File: config.mk
export PLATFORM = sky130hd
export DESIGN_NAME = mtrap_unit
export DESIGN_NICKNAME = d
export VERILOG_FILES = /design/src/rtl/mtrap_pkg.sv /design/src/rtl/mtrap_status.sv /design/src/rtl/mtrap_regs.sv /design/src/rtl/mtrap_unit.sv
export SDC_FILE = /design/constraint.sdc
export NUM_CORES = 1
export LEC_CHECK = 0
export ABC_AREA = 1
export BUFFER_PORTS_ARGS = -buffer_cell sky130_fd_sc_hd__buf_2
export CAP_MARGIN = 10
export CORE_MARGIN = 3
export CORE_UTILIZATION = 50
export CTS_CLUSTER_DIAMETER = 150
export DETAILED_ROUTE_END_ITERATION = 7
export PLACE_DENSITY_LB_ADDON = 0.25
export SYNTH_ARGS = -nofsm -noshare
export SYNTH_HDL_FRONTEND = slang
export SYNTH_SLANG_ARGS = --single-unit
File: constraint.sdc
create_clock -name clk_i -period 1.3 [get_ports clk_i]
set_input_delay 0.065 -clock clk_i [delete_from_list [all_inputs] [get_ports clk_i]]
set_output_delay 0.065 -clock clk_i [all_outputs]
set_load 0.005 [all_outputs]
File: src/rtl/mtrap_pkg.sv
`timescale 1ns/1ps
package mtrap_pkg;
  localparam logic [1:0] PRIV_U = 2'b00;
  localparam logic [1:0] PRIV_S = 2'b01;
  localparam logic [1:0] PRIV_M = 2'b11;

  localparam int NUM_REGS = 5;

  typedef enum logic [2:0] {
    SEL_EPC     = 3'd0,
    SEL_CAUSE   = 3'd1,
    SEL_TVAL    = 3'd2,
    SEL_TVEC    = 3'd3,
    SEL_SCRATCH = 3'd4,
    SEL_STATUS  = 3'd5
  } csr_sel_e;

  typedef struct packed {
    logic [1:0] spp;   // saved privilege
    logic       spie;  // saved interrupt enable
    logic       ie;    // live interrupt enable
  } stat_t;
endpackage

File: src/rtl/mtrap_status.sv
`timescale 1ns/1ps
module mtrap_status
  import mtrap_pkg::*;
#(
  parameter logic [1:0] LOW_PRIV = PRIV_U
) (
  input  logic       clk_i,
  input  logic       rst_ni,
  input  logic       enter_i,
  input  logic       leave_i,
  input  logic [1:0] cur_priv_i,
  input  logic       wr_i,
  input  stat_t      wdata_i,
  output stat_t      stat_o,
  output logic [1:0] priv_o
);
  stat_t      st_q;
  logic [1:0] priv_q;

  always_ff @(posedge clk_i) begin
    if (!rst_ni) begin
      st_q   <= '0;
      priv_q <= PRIV_M;
    end else if (enter_i) begin
      st_q.spp  <= cur_priv_i;
      st_q.spie <= st_q.ie;
      st_q.ie   <= 1'b0;
      priv_q    <= PRIV_M;
    end else if (leave_i) begin
      st_q.ie   <= st_q.spie;
      st_q.spie <= 1'b1;
      st_q.spp  <= LOW_PRIV;
      priv_q    <= st_q.spp;
    end else if (wr_i) begin
      st_q <= wdata_i;
    end
  end

  assign stat_o = st_q;
  assign priv_o = priv_q;

  p_entry_stack_r3: assert property (@(posedge clk_i) disable iff (!rst_ni)
    enter_i |=> (stat_o.spie == $past(stat_o.ie)) && !stat_o.ie
                && (stat_o.spp == $past(cur_priv_i)) && (priv_o == PRIV_M));

  p_return_restore_r5: assert property (@(posedge clk_i) disable iff (!rst_ni)
    (leave_i && !enter_i) |=> (stat_o.ie == $past(stat_o.spie))
                && (priv_o == $past(stat_o.spp)) && stat_o.spie
                && (stat_o.spp == LOW_PRIV));
endmodule

File: src/rtl/mtrap_regs.sv
`timescale 1ns/1ps
module mtrap_regs
  import mtrap_pkg::*;
#(
  parameter int XLEN    = 32,
  parameter int CAUSE_W = 5
) (
  input  logic                clk_i,
  input  logic                rst_ni,
  input  logic                enter_i,
  input  logic                block_wr_i,
  input  logic [XLEN-1:0]     epc_d_i,
  input  logic [CAUSE_W-1:0]  cause_d_i,
  input  logic [XLEN-1:0]     tval_d_i,
  input  logic [NUM_REGS-1:0] wr_en_i,
  input  logic [XLEN-1:0]     wdata_i,
  output logic [XLEN-1:0]     q_o [NUM_REGS]
);
  localparam int NUM_CAP = 3;
  localparam logic [XLEN-1:0] VEC_MASK = ~XLEN'(3);

  logic [XLEN-1:0] cap [NUM_CAP];
  assign cap[0] = epc_d_i;
  assign cap[1] = XLEN'(cause_d_i);
  assign cap[2] = tval_d_i;

  for (genvar i = 0; i < NUM_REGS; i++) begin : g_reg
    logic [XLEN-1:0] r_q;
    if (i < NUM_CAP) begin : g_trapped
      always_ff @(posedge clk_i) begin
        if (!rst_ni)             r_q <= '0;
        else if (enter_i)        r_q <= cap[i];
        else if (wr_en_i[i] && !block_wr_i) r_q <= wdata_i;
      end
    end else begin : g_plain
      localparam logic [XLEN-1:0] WMASK = (i == int'(SEL_TVEC)) ? VEC_MASK : '1;
      always_ff @(posedge clk_i) begin
        if (!rst_ni)         r_q <= '0;
        else if (wr_en_i[i]) r_q <= wdata_i & WMASK;
      end
    end
    assign q_o[i] = r_q;
  end

  p_vec_written_aligned_r7: assert property (@(posedge clk_i) disable iff (!rst_ni)
    wr_en_i[int'(SEL_TVEC)] |=> (q_o[int'(SEL_TVEC)][1:0] == 2'b00)
      && (q_o[int'(SEL_TVEC)][XLEN-1:2] == $past(wdata_i[XLEN-1:2])));

  p_capture_r2: assert property (@(posedge clk_i) disable iff (!rst_ni)
    enter_i |=> (q_o[0] == $past(epc_d_i)) && (q_o[2] == $past(tval_d_i)));
endmodule

File: src/rtl/mtrap_unit.sv
`timescale 1ns/1ps
module mtrap_unit
  import mtrap_pkg::*;
#(
  parameter int         XLEN     = 32,
  parameter int         CAUSE_W  = 5,
  parameter logic [1:0] LOW_PRIV = PRIV_U
) (
  input  logic               clk_i,
  input  logic               rst_ni,
  input  logic               trap_req_i,
  input  logic [CAUSE_W-1:0] trap_cause_i,
  input  logic [XLEN-1:0]    trap_pc_i,
  input  logic [XLEN-1:0]    trap_val_i,
  input  logic               mret_req_i,
  input  logic [1:0]         cur_priv_i,
  input  logic               csr_we_i,
  input  logic [2:0]         csr_sel_i,
  input  logic [XLEN-1:0]    csr_wdata_i,
  output logic [XLEN-1:0]    csr_rdata_o,
  output logic               redirect_valid_o,
  output logic [XLEN-1:0]    redirect_pc_o,
  output logic [1:0]         priv_o,
  output logic               mie_o
);
  logic                enter, leave, any_evt;
  logic [NUM_REGS-1:0] wr_en;
  logic                stat_wr;
  logic [XLEN-1:0]     regs_q [NUM_REGS];
  stat_t               stat_q;
  logic                rv_q;
  logic [XLEN-1:0]     rpc_q;

  // trap wins over return
  assign enter   = trap_req_i;
  assign leave   = mret_req_i & ~trap_req_i;
  assign any_evt = enter | leave;

  for (genvar k = 0; k < NUM_REGS; k++) begin : g_dec
    assign wr_en[k] = csr_we_i && (csr_sel_i == 3'(k));
  end
  assign stat_wr = csr_we_i && (csr_sel_i == SEL_STATUS);

  mtrap_regs #(.XLEN(XLEN), .CAUSE_W(CAUSE_W)) regs_i (
    .clk_i      (clk_i),
    .rst_ni     (rst_ni),
    .enter_i    (enter),
    .block_wr_i (leave),
    .epc_d_i    (trap_pc_i),
    .cause_d_i  (trap_cause_i),
    .tval_d_i   (trap_val_i),
    .wr_en_i    (wr_en),
    .wdata_i    (csr_wdata_i),
    .q_o        (regs_q)
  );

  mtrap_status #(.LOW_PRIV(LOW_PRIV)) status_i (
    .clk_i      (clk_i),
    .rst_ni     (rst_ni),
    .enter_i    (enter),
    .leave_i    (leave),
    .cur_priv_i (cur_priv_i),
    .wr_i       (stat_wr),
    .wdata_i    (stat_t'(csr_wdata_i[3:0])),
    .stat_o     (stat_q),
    .priv_o     (priv_o)
  );

  always_ff @(posedge clk_i) begin
    if (!rst_ni) begin
      rv_q  <= 1'b0;
      rpc_q <= '0;
    end else begin
      rv_q <= any_evt;
      if (any_evt) rpc_q <= enter ? regs_q[int'(SEL_TVEC)] : regs_q[int'(SEL_EPC)];
    end
  end

  always_comb begin
    csr_rdata_o = '0;
    case (csr_sel_i)
      SEL_EPC, SEL_CAUSE, SEL_TVAL, SEL_TVEC, SEL_SCRATCH:
        csr_rdata_o = regs_q[csr_sel_i];
      SEL_STATUS:
        csr_rdata_o = XLEN'(stat_q);
      default:
        csr_rdata_o = '0;
    endcase
  end

  assign redirect_valid_o = rv_q;
  assign redirect_pc_o    = rpc_q;
  assign mie_o            = stat_q.ie;

  p_redirect_pulse_r4: assert property (@(posedge clk_i) disable iff (!rst_ni)
    (trap_req_i || mret_req_i) |=> redirect_valid_o);

  p_no_spurious_redirect_r4: assert property (@(posedge clk_i) disable iff (!rst_ni)
    !(trap_req_i || mret_req_i) |=> !redirect_valid_o);

  p_trap_wins_r6: assert property (@(posedge clk_i) disable iff (!rst_ni)
    (trap_req_i && mret_req_i) |=> (priv_o == PRIV_M) && !mie_o
      && (redirect_pc_o == $past(regs_q[int'(SEL_TVEC)])));

  p_return_target_r5: assert property (@(posedge clk_i) disable iff (!rst_ni)
    (mret_req_i && !trap_req_i) |=> (redirect_pc_o == $past(regs_q[int'(SEL_EPC)])));
endmodule

Yosys cells after proc, flatten, opt, wreduce, memory -nomap -nowiden
Index checks and enable logic that the tools add are counted.

operators by class
  magnitude comparators = 1
  bitwise gates (word level) = 5
  reductions and logical operators = 18
  equal/unequal tests = 5
  mux-type cells = 14

operators with widths
  kind                                                  number
  two-way mux 32 bit                                    7
  binary-select mux 32 bit (select 3 bit)               1
  case mux 32 bit (2 select lines)                      1
  two-way mux 4 bit                                     3
  two-way mux 5 bit                                     2
  logical AND 1 bit                                     9
  nonzero test 2 bit                                    4
  equality test 3 x 2 -> 1 bit (second input constant)  2
  equality test 3 bit (second input constant)           2
  OR reduction 5 bit                                    1
  >= comparator 4 bit (second input constant)           1
  NOT 3 -> 4 bit                                        1
  equality test 3 x 1 -> 1 bit (second input constant)  1
  zero test 3 bit                                       1
  nonzero test 3 bit                                    1
  NOT 1 bit                                             2
  OR reduction 2 bit                                    1
  AND 1 bit                                             1
  zero test 1 bit                                       1
  OR 1 bit                                              1

word-level totals
  bits in registers = 197
  logic and storage cells = 55
  input port bits = 111

Longest topological paths before layout
Gate-level depths: netlist of run 1.

  word-level depth = 6
  mapped depth = 10
  depth with buffers taken out = 7

Hierarchy
From an unflattened synthesis of run 1, not the netlist that was laid out.

second synthesis, totals
  cells, all modules = 1,627
  area, all modules = 10,000.8 µm²

modules (own cells, without submodules)
  module        times used  cells an instance  sequential area each (µm²)  area an instance (µm²)
  mtrap_regs    1           892                3,163.0                     6,303.5
  mtrap_unit    1           693                660.6                       3,410.8
  mtrap_status  1           42                 120.1                       286.5

Least setup slack after synthesis of run 1
OpenSTA, ideal clock, no wires.

  path type = input to register
  start = in csr_sel_i[2]
  end = reg regs_i.g_reg[0].r_q[24]
  setup slack = 0.162 ns
  arrival time = 1.068 ns
  buffers on the path = 2
  stages on the path = 7
  path through = clkbuf_1 nor2_2 nand3_1 nand2_1 buf_2 nand2_1 a21oi_1

on the way
  word-level cells in the longest chain between the ends = 4

RTL lines
  element                       RTL line          source
  start: declaration            mtrap_unit.sv:18  input logic [2:0] csr_sel_i,
  zero test 3 bit               mtrap_unit.sv:40  assign wr_en[k] = csr_we_i && (csr_sel_i == 3'(k));
  logical AND 1 bit             mtrap_unit.sv:40
  logical AND 1 bit             mtrap_regs.sv:33  else if (wr_en_i[i] && !block_wr_i) r_q <= wdata_i;
  nonzero test 2 bit (no line)  -
  end signal: assignment        mtrap_regs.sv:32  else if (enter_i) r_q <= cap[i];
  end signal: assignment        mtrap_regs.sv:33
  end: declaration              mtrap_regs.sv:28  logic [XLEN-1:0] r_q;

Every way passes these cells.
A chain may end at the register's enable or synchronous reset.

Final worst setup path of run 1
  start = reg regs_i.g_reg[3].r_q[3]
  end = out csr_rdata_o[3]

on the way
  word-level cells in the longest chain between the ends = 4

RTL lines
  element                                                RTL line          source
  start: declaration                                     mtrap_regs.sv:28
  start signal: assignment                               mtrap_regs.sv:39  else if (wr_en_i[i]) r_q <= wdata_i & WMASK;
  binary-select mux 32 bit (select 3 bit)                mtrap_unit.sv:83  csr_rdata_o = regs_q[csr_sel_i];
  two-way mux 32 bit (implied by the code) (2 in a row)  mtrap_unit.sv:83
  case mux 32 bit (2 select lines)                       mtrap_unit.sv:81  case (csr_sel_i)
  end: declaration                                       mtrap_unit.sv:20  output logic [XLEN-1:0] csr_rdata_o,

Every way passes these cells. The select of a mux whose other input is x is not followed.

==> results by group, run 1 <==
Logic synthesis
  • Netlist cell types: 23
  • Async SR Flop Fraction: 0%
  • Largest area contributor in the synthesized netlist: dfxtp_1
  • Share of the yosys chip area belonging to registers: 41.8%
  • Syn. warnings: 0
  • Yosys top cell area share: 41.8%
  • Mapped Cells: 1481
  • Synth top area cells: dfxtp_1, nand2_1, nand3_1
  • Commonest cells post-synth: nand2_1, dfxtp_1, nand3_1
  • FF+latch count, synth: 197
  • Count leader, synth: nand2_1
  • Syn Std Cell Area: 9450 um2
  • EDFF count, synth: 0
  • Synthesized Nets: 1592
  • Ys flop type: dfxtp_1
  • Mapped Avg Cell Area: 6.38 um2

STA
  • Tcrit/Tclk final: 108%
  • Final worst slack: -0.102 ns
  • Fmax: 713 MHz
  • Final Hold Viols: 0
  • Worst Skew: 0.00441 ns
  • Final Setup Violations: 17
  • Post-route minimum period: 1.40 ns
  • Slew margin rel.: 67.2%
  • Fin. max-slew vios: 0
  • Hold WS: 0.0148 ns
  • Worst Tran Pin Value: 0.492 ns
  • Unrepaired setup endpoints after global routing: true

CTS
  • CTS max path bufs: 2
  • # H-tree levels: 4
  • CTS tree: done
  • CTS Buf Count: 17
  • Clock-pin slew on the worst setup and hold paths: 0.07 ns
  • Clock Latency Late Sink: 0.43 ns
  • Root Driver: clkbuf_16
  • CTS Sinks: 197

Layout
  • Layout cells sized above 1: 24.9%
  • Register area: 4020 um2
  • Multi-input gate area: 4940 um2
  • Final net count: 1888
  • P&R area growth vs syn: 37.8%
  • Fin util: 71.3%
  • FILL cells: 1528

Placed design
  • Pre-CTS setup slack: -0.0833 ns
  • DP Wirelength: 20400 um
  • RePlAce Congestion: 0.868
  • Port-buffer cells: 178

Global routing
  • Vias in the first global route: 10300
  • Total gr overflow: 0
  • GR Util All Layers: 31.9%
  • First-pass GRT wire length: 52500 um
  • Largest net degree at the start of global routing: 73
  • Antenna violations before repair: 0

Route
  • Met3 wire length: 3100 um
  • DRT antenna net count: 0
  • Wirelength per Cell: 16.7 um
  • Initial DRC Count: 1216
  • Met2 wire len: 16000 um
  • Max Used Layer: met4
  • DRC viols: 0
  • Met1 Wirelength: 13700 um
  • DRT Pass-1 Iters: 5
  • Total Wirelength: 33600 um
  • Vias per cell: 5.47
  • Vias after detailed routing: 11100

Setup path
  • Crit start category: register
  • WS Path Type: reg -> out
  • CP max stage delay: 0.32 ns
  • Crit path arrival time: 1.34 ns
  • Crit-path cells: or2_4 -> o211ai_1 -> o21bai_1 -> buf_2
  • Crit path max fanout: 2
  • CP max-delay cell: dfxtp_2
  • Worst Path Required: 1.24 ns
  • Endpoint type of the worst setup path: output pin

Floorplanning
  • Die Width: 143 um
  • FP Rows: 49
  • Ports: 179
  • Die ar.: 20600 um2
  • Die Span Y: 143 um
  • Core area: 18300 um2
  • Starting Density: 51.7%

Pwr
  • Clock power frac: 35.6%
  • Sw frac: 27.8%
  • Pwr Density: 1060 nW/um2
  • Sequential share of power: 46.6%
  • Maximum VDD drop: 941 uV
  • Lkg Pwr: 6.29 nW
  • Gate power share: 17.9%
  • Int Pwr: 9.99 mW
  • Sw power: 3.84 mW

Status
  • Failing checks: negative setup slack
  • Outcome: finished with violations

Worst hold path
  • Hold Crit Class: in -> reg

Flow run
  • Max cap viols: 0
## kinds of logic after synthesis
kind of cell           Yosys count  synth area share [%]
and+or+nand+nor                872                  37.8
buffers and inverters          191                  8.05
DFF                            197                  41.8
AOI/OAI and AO/OA              221                  12.3
## power groups by stage
stage	Clock (mW)	Sequential (mW)	Combinational [mW]
after floorplan	0	6.51	1.13
after global placement	0	6.54	1.99
after detailed placement	0	6.55	2.01
after CTS	4.94	6.42	2.34
after global routing	5.22	6.45	2.69
final	4.92	6.44	2.47
## registers in the layout, summed over array words and instances, names as in the netlist
name / cells
redirect_valid_o: 1
status_i.priv_o: 2
regs_i.g.r_q: 158
status_i.stat_o: 4
redirect_pc_o: 32
## worst max-delay path, delay by kind of cell, from the launching register on
kind	cells	cell delay, ns
compound gates	2	0.21
buf+inv	1	0.15
flops	1	0.32
simple gates	1	0.22
## timing repair
item / CTS / global route
hold buffers: 96 / 0
resized for setup: 87 / 56
setup endpoints to repair: 31 / 32
endpoints found under the hold margin: 153 / 0
buffers inserted: 21 / 13
pin swaps: 51 / 60
## placed cells by master (no fill, tap or decap), types with 41 or more instances in the layout
| master | n |
|---|---|
| dlygate4sd3_1 | 96 |
| inv_1 | 74 |
| o21ai_0 | 41 |
| buf_4 | 88 |
| dfxtp_2 | 57 |
| buf_2 | 176 |
| nand3_1 | 154 |
| nand2_1 | 529 |
| dfxtp_1 | 140 |
| nor2_1 | 144 |
| a21oi_1 | 107 |
## path summary, 6_finish.rpt
check / end / depth (start not counted) / start / slack, ns
setup / recovery: csr_rdata_o[3] / 4 / regs_i.g_reg[3].r_q[3] / -0.10
setup reg to reg: redirect_pc_o[10] / 6 / regs_i.g_reg[3].r_q[10] / 0.39
hold / removal: regs_i.g_reg[2].r_q[21] / 5 / trap_val_i[21] / 0.01
hold reg to reg: regs_i.g_reg[1].r_q[20] / 2 / regs_i.g_reg[1].r_q[20] / 0.46
## layer usage
layer / up-vias / GRT usage, %
met5: - / 0
met4: 0 / 10.9
met3: 66 / 5.19
met2: 590 / 53.1
met1: 5090 / 42.2
li1: 5305 / -
## stage by stage
| stage | instance area [um2] | setup TNS (ns) | std cells | power [mW] |
|---|---|---|---|---|
| final | 13000 | -0.811 | 2020 | 13.8 |
| after global routing | 13000 | -2.10 | 2019 | 14.4 |
| after CTS | 12800 | -0.908 | 2006 | 13.7 |
| after detailed placement | 11000 | -3.10 | 1857 | 8.56 |
| after global placement | 11000 | -0.142 | 1857 | 8.53 |
| after floorplan | 9450 | 0 | 1481 | 7.65 |
## cell type report
cell class	count	area share, %
Timing Repair Buffer	381	22.4
Multi-Input combinational cell	1093	37.9
Inverter	87	2.52
Antenna cell	1	0.0192
Clock buffer	24	3.70
Clock inverter	8	0.384
Sequential cell	197	30.8
Tap cell	229	2.20
(Power assumes the default switching activity.)
==> run 2, diff against run 1 <==
==> constraint.sdc (replaced) <==
create_clock -name clk_i -period 1.79 [get_ports clk_i]
set_input_delay 0.0895 -clock clk_i [delete_from_list [all_inputs] [get_ports clk_i]]
set_output_delay 0.0895 -clock clk_i [all_outputs]
set_load 0.005 [all_outputs]
==> run 2 against run 1 <==
Compared with the run above:
- the flow now finishes without violations
- critical endpoint is now csr_rdata_o[5]
- critical path depth grew 1
- non-clock buffer count shrank 86
- die area is the same
- largest power group unchanged
- hold slack lost 0.0040 ns
- cell count shrank 4.3%
- combinational power shrank 38%
- critical path type unchanged
==> results by group, run 2 (synthesis results as in run 1) <==
Layout
  • Most flop-heavy register: regs_i.g.r_q
  • Max reg flops: 158 (unchanged)
  • Most common cell after layout, fill and taps aside: nand2_1
  • Fin util: 65.4% (-5.8 points)
  • P&R area growth vs syn: 26.5%
  • Commonest non-fill, non-tap cells in the layout: nand2_1, dfxtp_1, buf_2
  • Final net count: 1802 (-4.6%)
  • Layout cells sized above 1: 16.9% (-8.1 points)

Global routing
  • Met1 Usage GRT: 40.1% (-2.2 points)
  • Global route hottest layer: met2
  • Routing usage on met3: 5.26% (+0.067 points)
  • Vias in the first global route: 9876 (-4.4%)
  • Largest net degree at the start of global routing: 96 (+32%)
  • M2 GR Usage: 52.4% (-0.69 points)
  • Total gr overflow: 0 (unchanged)
  • First-pass GRT wire length: 50800 um (-3.3%)
  • GR Util All Layers: 30.9% (-0.96 points)
  • Antenna violations before repair: 1 (+1)

CTS
  • CTS Sinks: 197 (unchanged)
  • CTS Buf Count: 17 (unchanged)
  • # H-tree levels: 4 (unchanged)
  • Clock Latency Late Sink: 0.43 ns (about the same)
  • CTS resizes: 0 (-100%)
  • Post-CTS setup repair buffer count: 0 (-100%)
  • Clock-pin slew on the worst setup and hold paths: 0.07 ns (about the same)
  • CTS max path bufs: 2 (unchanged)
  • Root Driver: clkbuf_16
  • CTS tree: done

Worst hold path
  • Hold Crit Class: in -> reg

Setup path
  • Endpoint type of the worst setup path: output pin
  • Crit-path cells: nor2_1 -> a21oi_1 -> nand2_1 -> o21ai_0 -> buf_2
  • R2R setup slack: 0.99 ns (+0.60 ns)
  • CP max stage delay: 0.35 ns (+0.03 ns)
  • CP max-delay cell: dfxtp_1
  • Worst Path Required: 1.70 ns (+0.46 ns)
  • Crit start category: register
  • Worst setup endpoint: csr_rdata_o[5]
  • Crit path max fanout: 3 (+1)
  • Critical Path Source: regs_i.g_reg[3].r_q[5]
  • Cells on worst reg2reg path: 4 (-2)
  • R2r startpoint: status_i.stat_o[0]
  • Crit path arrival time: 1.54 ns (+0.20 ns)
  • WS Path Type: reg -> out
  • Reg-to-Reg End: status_i.stat_o[1]

Route
  • Vias after detailed routing: 10600 (-4.2%)
  • DRT Pass-1 Iters: 5 (unchanged)
  • Vias per cell: 5.48 (about the same)
  • DRC viols: 0 (unchanged)
  • Initial DRC Count: 1024 (-16%)
  • Total Wirelength: 32100 um (-4.7%)
  • Wirelength per Cell: 16.6 um (-0.40%)
  • DRT antenna net count: 0 (unchanged)

Status
  • Outcome: complete, no violations

STA
  • Tcrit/Tclk final: 91.2%
  • Final TNS setup: 0 ns (+0.811 ns)
  • Fin. max-slew vios: 0 (unchanged)
  • Fmax: 612 MHz
  • Final Hold Viols: 0 (unchanged)
  • Worst Tran Pin Value: 0.506 ns (+0.0138 ns)
  • Final Setup Violations: 0 (-17)
  • Slew margin rel.: 66.3% (-0.92 points)
  • Unrepaired setup endpoints after global routing: false
  • Worst Skew: 0.00529 ns (+0.000878 ns)
  • Post-route minimum period: 1.63 ns
  • Hold WS: 0.0108 ns (-0.00397 ns)

Floorplanning
  • Die Width: 143 um (unchanged)
  • FP Rows: 49 (unchanged)
  • Die ar.: 20600 um2 (unchanged)
  • Ports: 179 (unchanged)
  • Starting Density: 51.7% (unchanged)
  • Die Span Y: 143 um (unchanged)
  • Core area: 18300 um2 (unchanged)

Pwr
  • Lkg Pwr: 5.78 nW (-8.2%)
  • Clock power frac: 39.1% (+3.5 points)
  • Int Pwr: 7.47 mW (-25%)
  • Pwr Density: 850 nW/um2 (-20%)
  • Sequential share of power: 45.9% (-0.7 points)
  • Sw frac: 26.4% (-1.3 points)
  • Maximum VDD drop: 779 uV (-17%)
  • Gate power share: 15.0% (-2.9 points)
  • Sw power: 2.69 mW (-30%)

Placed design
  • Port-buffer cells: 178 (unchanged)
  • DP Wirelength: 20100 um (-1.9%)
  • RePlAce Congestion: 0.911 (+4.9%)

Flow run
  • Max cap viols: 0 (unchanged)
==> run 2: cell types whose count changed in the layout (fill, tap and decap cells not counted), moves of 6 or more <==
cell / delta
dfxtp_1: +57
dfxtp_2: -57
buf_4: -44
dlygate4sd3_1: -28
o21ai_0: +26
o21ai_2: -16
or2_2: +15
or2_4: -15
buf_12: -13
o21ai_1: -10
a21oi_1: +8
a21oi_2: -8
inv_1: +6
inv_2: -6
==> run 2: power groups by stage <==
stage	Sequential [mW]	Combinational [mW]	Clock, mW
CTS	4.66	1.51	4.00
detailed placement	4.75	1.38	0
floorplan	4.73	0.821	0
global route	4.67	1.69	4.17
finish	4.66	1.53	3.97
global placement	4.75	1.36	0
==> run 2: worst min path at each step <==
stage                               from                endpoint  slack [ns]  cells after the start
final                       trap_pc_i[4]  regs_i.g_reg[0].r_q[4]        0.01                      5
after global routing       trap_val_i[8]  regs_i.g_reg[2].r_q[8]        0.01                      5
after CTS                   trap_pc_i[4]  regs_i.g_reg[0].r_q[4]     0.00007                      5
after detailed placement  csr_wdata_i[4]  regs_i.g_reg[3].r_q[4]        0.36                      3
after global placement    csr_wdata_i[3]  regs_i.g_reg[3].r_q[3]        0.36                      3
after floorplan               mret_req_i      status_i.priv_o[0]        0.22                      2
==> run 2: final cells by class <==
type | count | area, um2
Sequential cell | 197 | 3940
Fill cell | 1668 | 6320
Timing Repair Buffer | 295 | 2030
Tap cell | 229 | 287
Inverter | 87 | 328
Clock buffer | 23 | 478
Clock inverter | 8 | 124
Multi-Input combinational cell | 1093 | 4760
Antenna cell | 1 | 2.50
==> run 2: repair_timing <==
action	CTS	global route
hold buffers	68	0
hold endpoints to repair	124	0
endpoints found under the setup margin	0	0
==> run 2: routing by layer <==
layer,vias to the layer above,routed length [um]
met5,-,0
met4,0,876
met3,69,2880
met2,554,15000
met1,4825,13300
li1,5137,-
==> run 2: worst max-delay path, delay by kind of cell (launching register included) <==
| family | cells | cell delay, ns |
|---|---|---|
| compound gates | 2 | 0.45 |
| simple gates | 2 | 0.12 |
| flops | 1 | 0.35 |
| buf+inv | 1 | 0.19 |
==> run 2: through the flow <==
| step | std cells | total power [mW] | instance area [um2] | setup WS, ns |
|---|---|---|---|---|
| finish | 1933 | 10.2 | 12000 | 0.157 |
| global route | 1933 | 10.5 | 12000 | 0.113 |
| CTS | 1932 | 10.2 | 11900 | 0.190 |
| detailed placement | 1833 | 6.14 | 10700 | 0.208 |
| global placement | 1833 | 6.11 | 10700 | 0.344 |
| floorplan | 1481 | 5.55 | 9450 | 0.618 |
==> run 3, diff against run 2 <==
==> constraint.sdc (replaced) <==
create_clock -name clk_i -period 1.79 [get_ports clk_i]
set_input_delay 0.2685 -clock clk_i [delete_from_list [all_inputs] [get_ports clk_i]]
set_output_delay 0.2685 -clock clk_i [all_outputs]
set_load 0.005 [all_outputs]
==> run 3 against run 2 <==
Compared with the run above:
- routed wire length decreased by 2.7%
- hold slack improved by 0.090 ns
- design area decreased by 5.0%
- power decreased by 5.2%
- global-route usage decreased by 1.0 points
- largest cell class unchanged
==> results by group, run 3 (synthesis results as in run 1) <==
Setup path
  • Crit-path cells: buf_2 -> inv_2 -> nand2_2 -> buf_4 -> or2_2 -> nand2_1 -> o21ai_0 -> buf_2
  • CP max stage delay: 0.27 ns (-0.08 ns)
  • R2r startpoint: regs_i.g_reg[3].r_q[31]
  • CP max-delay cell: or2_2
  • CP Buf/Inv Count: 4 (+3)
  • WS Path Type: in -> out
  • Crit path max fanout: 10 (+7)
  • R2R setup slack: 1.01 ns (+0.02 ns)
  • Crit start category: input pin
  • Worst Path Required: 1.52 ns (-0.18 ns)
  • Cells on worst reg2reg path: 4 (unchanged)
  • Cell family with most CP delay: buffers and inverters
  • Most Frequent Cell on Critical Path: buf_2
  • Reg-to-Reg End: redirect_pc_o[31]
  • Endpoint type of the worst setup path: output pin
  • Crit path arrival time: 1.47 ns (-0.07 ns)

Route
  • DRT antenna net count: 0 (unchanged)
  • DRT Pass-1 Iters: 6 (+1)
  • Vias after detailed routing: 10400 (-1.7%)
  • Vias per cell: 5.55 (+1.4%)
  • Initial DRC Count: 1113 (+8.7%)
  • Wirelength per Cell: 16.7 um (+0.42%)
  • DRC viols: 0 (unchanged)
  • Total Wirelength: 31200 um (-2.7%)

Layout
  • Layout cells sized above 1: 17.7% (+0.81 points)
  • Most flop-heavy register: regs_i.g.r_q
  • P&R area growth vs syn: 20.2%
  • Most common cell after layout, fill and taps aside: nand2_1
  • Post-route cell area: 11400 um2 (-5.0%)
  • Max reg flops: 158 (unchanged)
  • Commonest non-fill, non-tap cells in the layout: nand2_1, dfxtp_1, buf_2
  • Final net count: 1743 (-3.3%)
  • Fin util: 62.1% (-3.3 points)

STA
  • Slew margin rel.: 62.7% (-3.6 points)
  • Final Hold Viols: 0 (unchanged)
  • Fmax: 576 MHz (-6.0%)
  • Unrepaired setup endpoints after global routing: false
  • Tcrit/Tclk final: 97.1% (+5.8 points)
  • Worst Tran Pin Value: 0.560 ns (+0.0542 ns)
  • Fin. max-slew vios: 0 (unchanged)
  • Worst Skew: 0.00806 ns (+0.00277 ns)
  • Final TNS setup: 0 ns (unchanged)
  • Final Setup Violations: 0 (unchanged)
  • Post-route minimum period: 1.74 ns (+0.104 ns)

Floorplanning
  • Starting Density: 51.7% (unchanged)
  • Core area: 18300 um2 (unchanged)
  • Die ar.: 20600 um2 (unchanged)
  • Ports: 179 (unchanged)
  • Die Span Y: 143 um (unchanged)
  • FP Rows: 49 (unchanged)
  • Die Width: 143 um (unchanged)

Global routing
  • First-pass GRT wire length: 49000 um (-3.5%)
  • Vias in the first global route: 9538 (-3.4%)
  • Largest net degree at the start of global routing: 78 (-19%)
  • Antenna violations before repair: 2 (+1)
  • Total gr overflow: 0 (unchanged)
  • GR Util All Layers: 29.9% (-1.0 points)

Placed design
  • Port-buffer cells: 178 (unchanged)
  • DP Area: 10800 um2 (+1.6%)
  • RePlAce Congestion: 0.921 (+1.1%)
  • DP Wirelength: 20700 um (+3.3%)

CTS
  • CTS Buf Count: 17 (unchanged)
  • CTS Sinks: 197 (unchanged)
  • CTS max path bufs: 2 (unchanged)
  • CTS tree: done
  • Clock-pin slew on the worst setup and hold paths: 0.07 ns (about the same)
  • Post-CTS setup repair buffer count: 0 (unchanged)
  • Root Driver: clkbuf_16
  • Clock Latency Late Sink: 0.44 ns (about the same)
  • Cts hold-fix bufs: 0 (-100%)
  • CTS resizes: 0 (unchanged)
  • # H-tree levels: 4 (unchanged)

Worst hold path
  • Hold path depth: 3 (-2)
  • Hold Crit Class: in -> reg
  • Hold EP: regs_i.g_reg[3].r_q[4]
  • Hold path startpoint: csr_wdata_i[4]

Flow run
  • Max cap viols: 0 (unchanged)

Pwr
  • Maximum VDD drop: 683 uV (-12%)
  • Pwr Density: 848 nW/um2 (-0.23%)
  • Total Power: 9.62 mW (-5.2%)
  • Lkg Pwr: 5.53 nW (-4.3%)

Status
  • Outcome: complete, no violations
==> run 3: power by group <==
| group | internal, mW | total (mW) | switching [mW] |
|---|---|---|---|
| clock network | 1.90 | 3.51 | 1.61 |
| logic | 0.544 | 1.45 | 0.906 |
| registers | 4.56 | 4.66 | 0.0989 |
| total | 7.01 | 9.62 | 2.62 |
==> run 3: how the worst max path moves through the flow <==
stage / from / to / slack (ns) / depth (start not counted)
6_report: csr_sel_i[1] / csr_rdata_o[5] / 0.05 / 8
5_1_grt: csr_sel_i[1] / csr_rdata_o[14] / 0.02 / 9
4_1_cts: csr_sel_i[1] / csr_rdata_o[5] / 0.04 / 8
3_5_place_dp: csr_sel_i[1] / csr_rdata_o[5] / 0.05 / 8
3_3_place_gp: csr_sel_i[1] / csr_rdata_o[5] / 0.06 / 8
2_1_floorplan: csr_sel_i[2] / csr_rdata_o[14] / 0.26 / 8
==> run 3: worst reg2reg max path: cells and delay by family, from the launching register on <==
family / cells / cell delay [ns]
flip-flops: 1 / 0.37
AND/OR/NAND/NOR: 3 / 0.30
buffers and inverters: 1 / 0.06
==> run 3: final cells by class <==
class / count / area, um2
clock inverters: 4 / 52.6
repair buffers: 236 / 1520
well taps: 229 / 287
fillers: 1732 / 6920
inverters: 87 / 328
clock buffers: 25 / 455
multi-input cells: 1093 / 4760
diodes: 2 / 5.00
flip-flops and latches: 197 / 3940
==> run 3: metrics by stage <==
| stage | instances | hold WS, ns | worst slack, ns |
|---|---|---|---|
| after detailed placement | 1842 | 0.451 | 0.0505 |
| after global routing | 1873 | 0.125 | 0.0234 |
| after floorplan | 1481 | 0.395 | 0.260 |
| final | 1873 | 0.101 | 0.0526 |
| after CTS | 1871 | 0.0922 | 0.0447 |
| after global placement | 1842 | 0.444 | 0.0640 |
==> run 3: per-layer routing <==
layer  GRT usage [%]  routed length [um]  vias up  part of all wire (%)
met5               0                   0        -                     0
met1            40.4               13100     4766                    42
met2            49.1               14500      567                    47
met4            9.96                 619        0                   2.0
li1                -                   -     5015                     -
met3            4.76                2920       54                   9.4
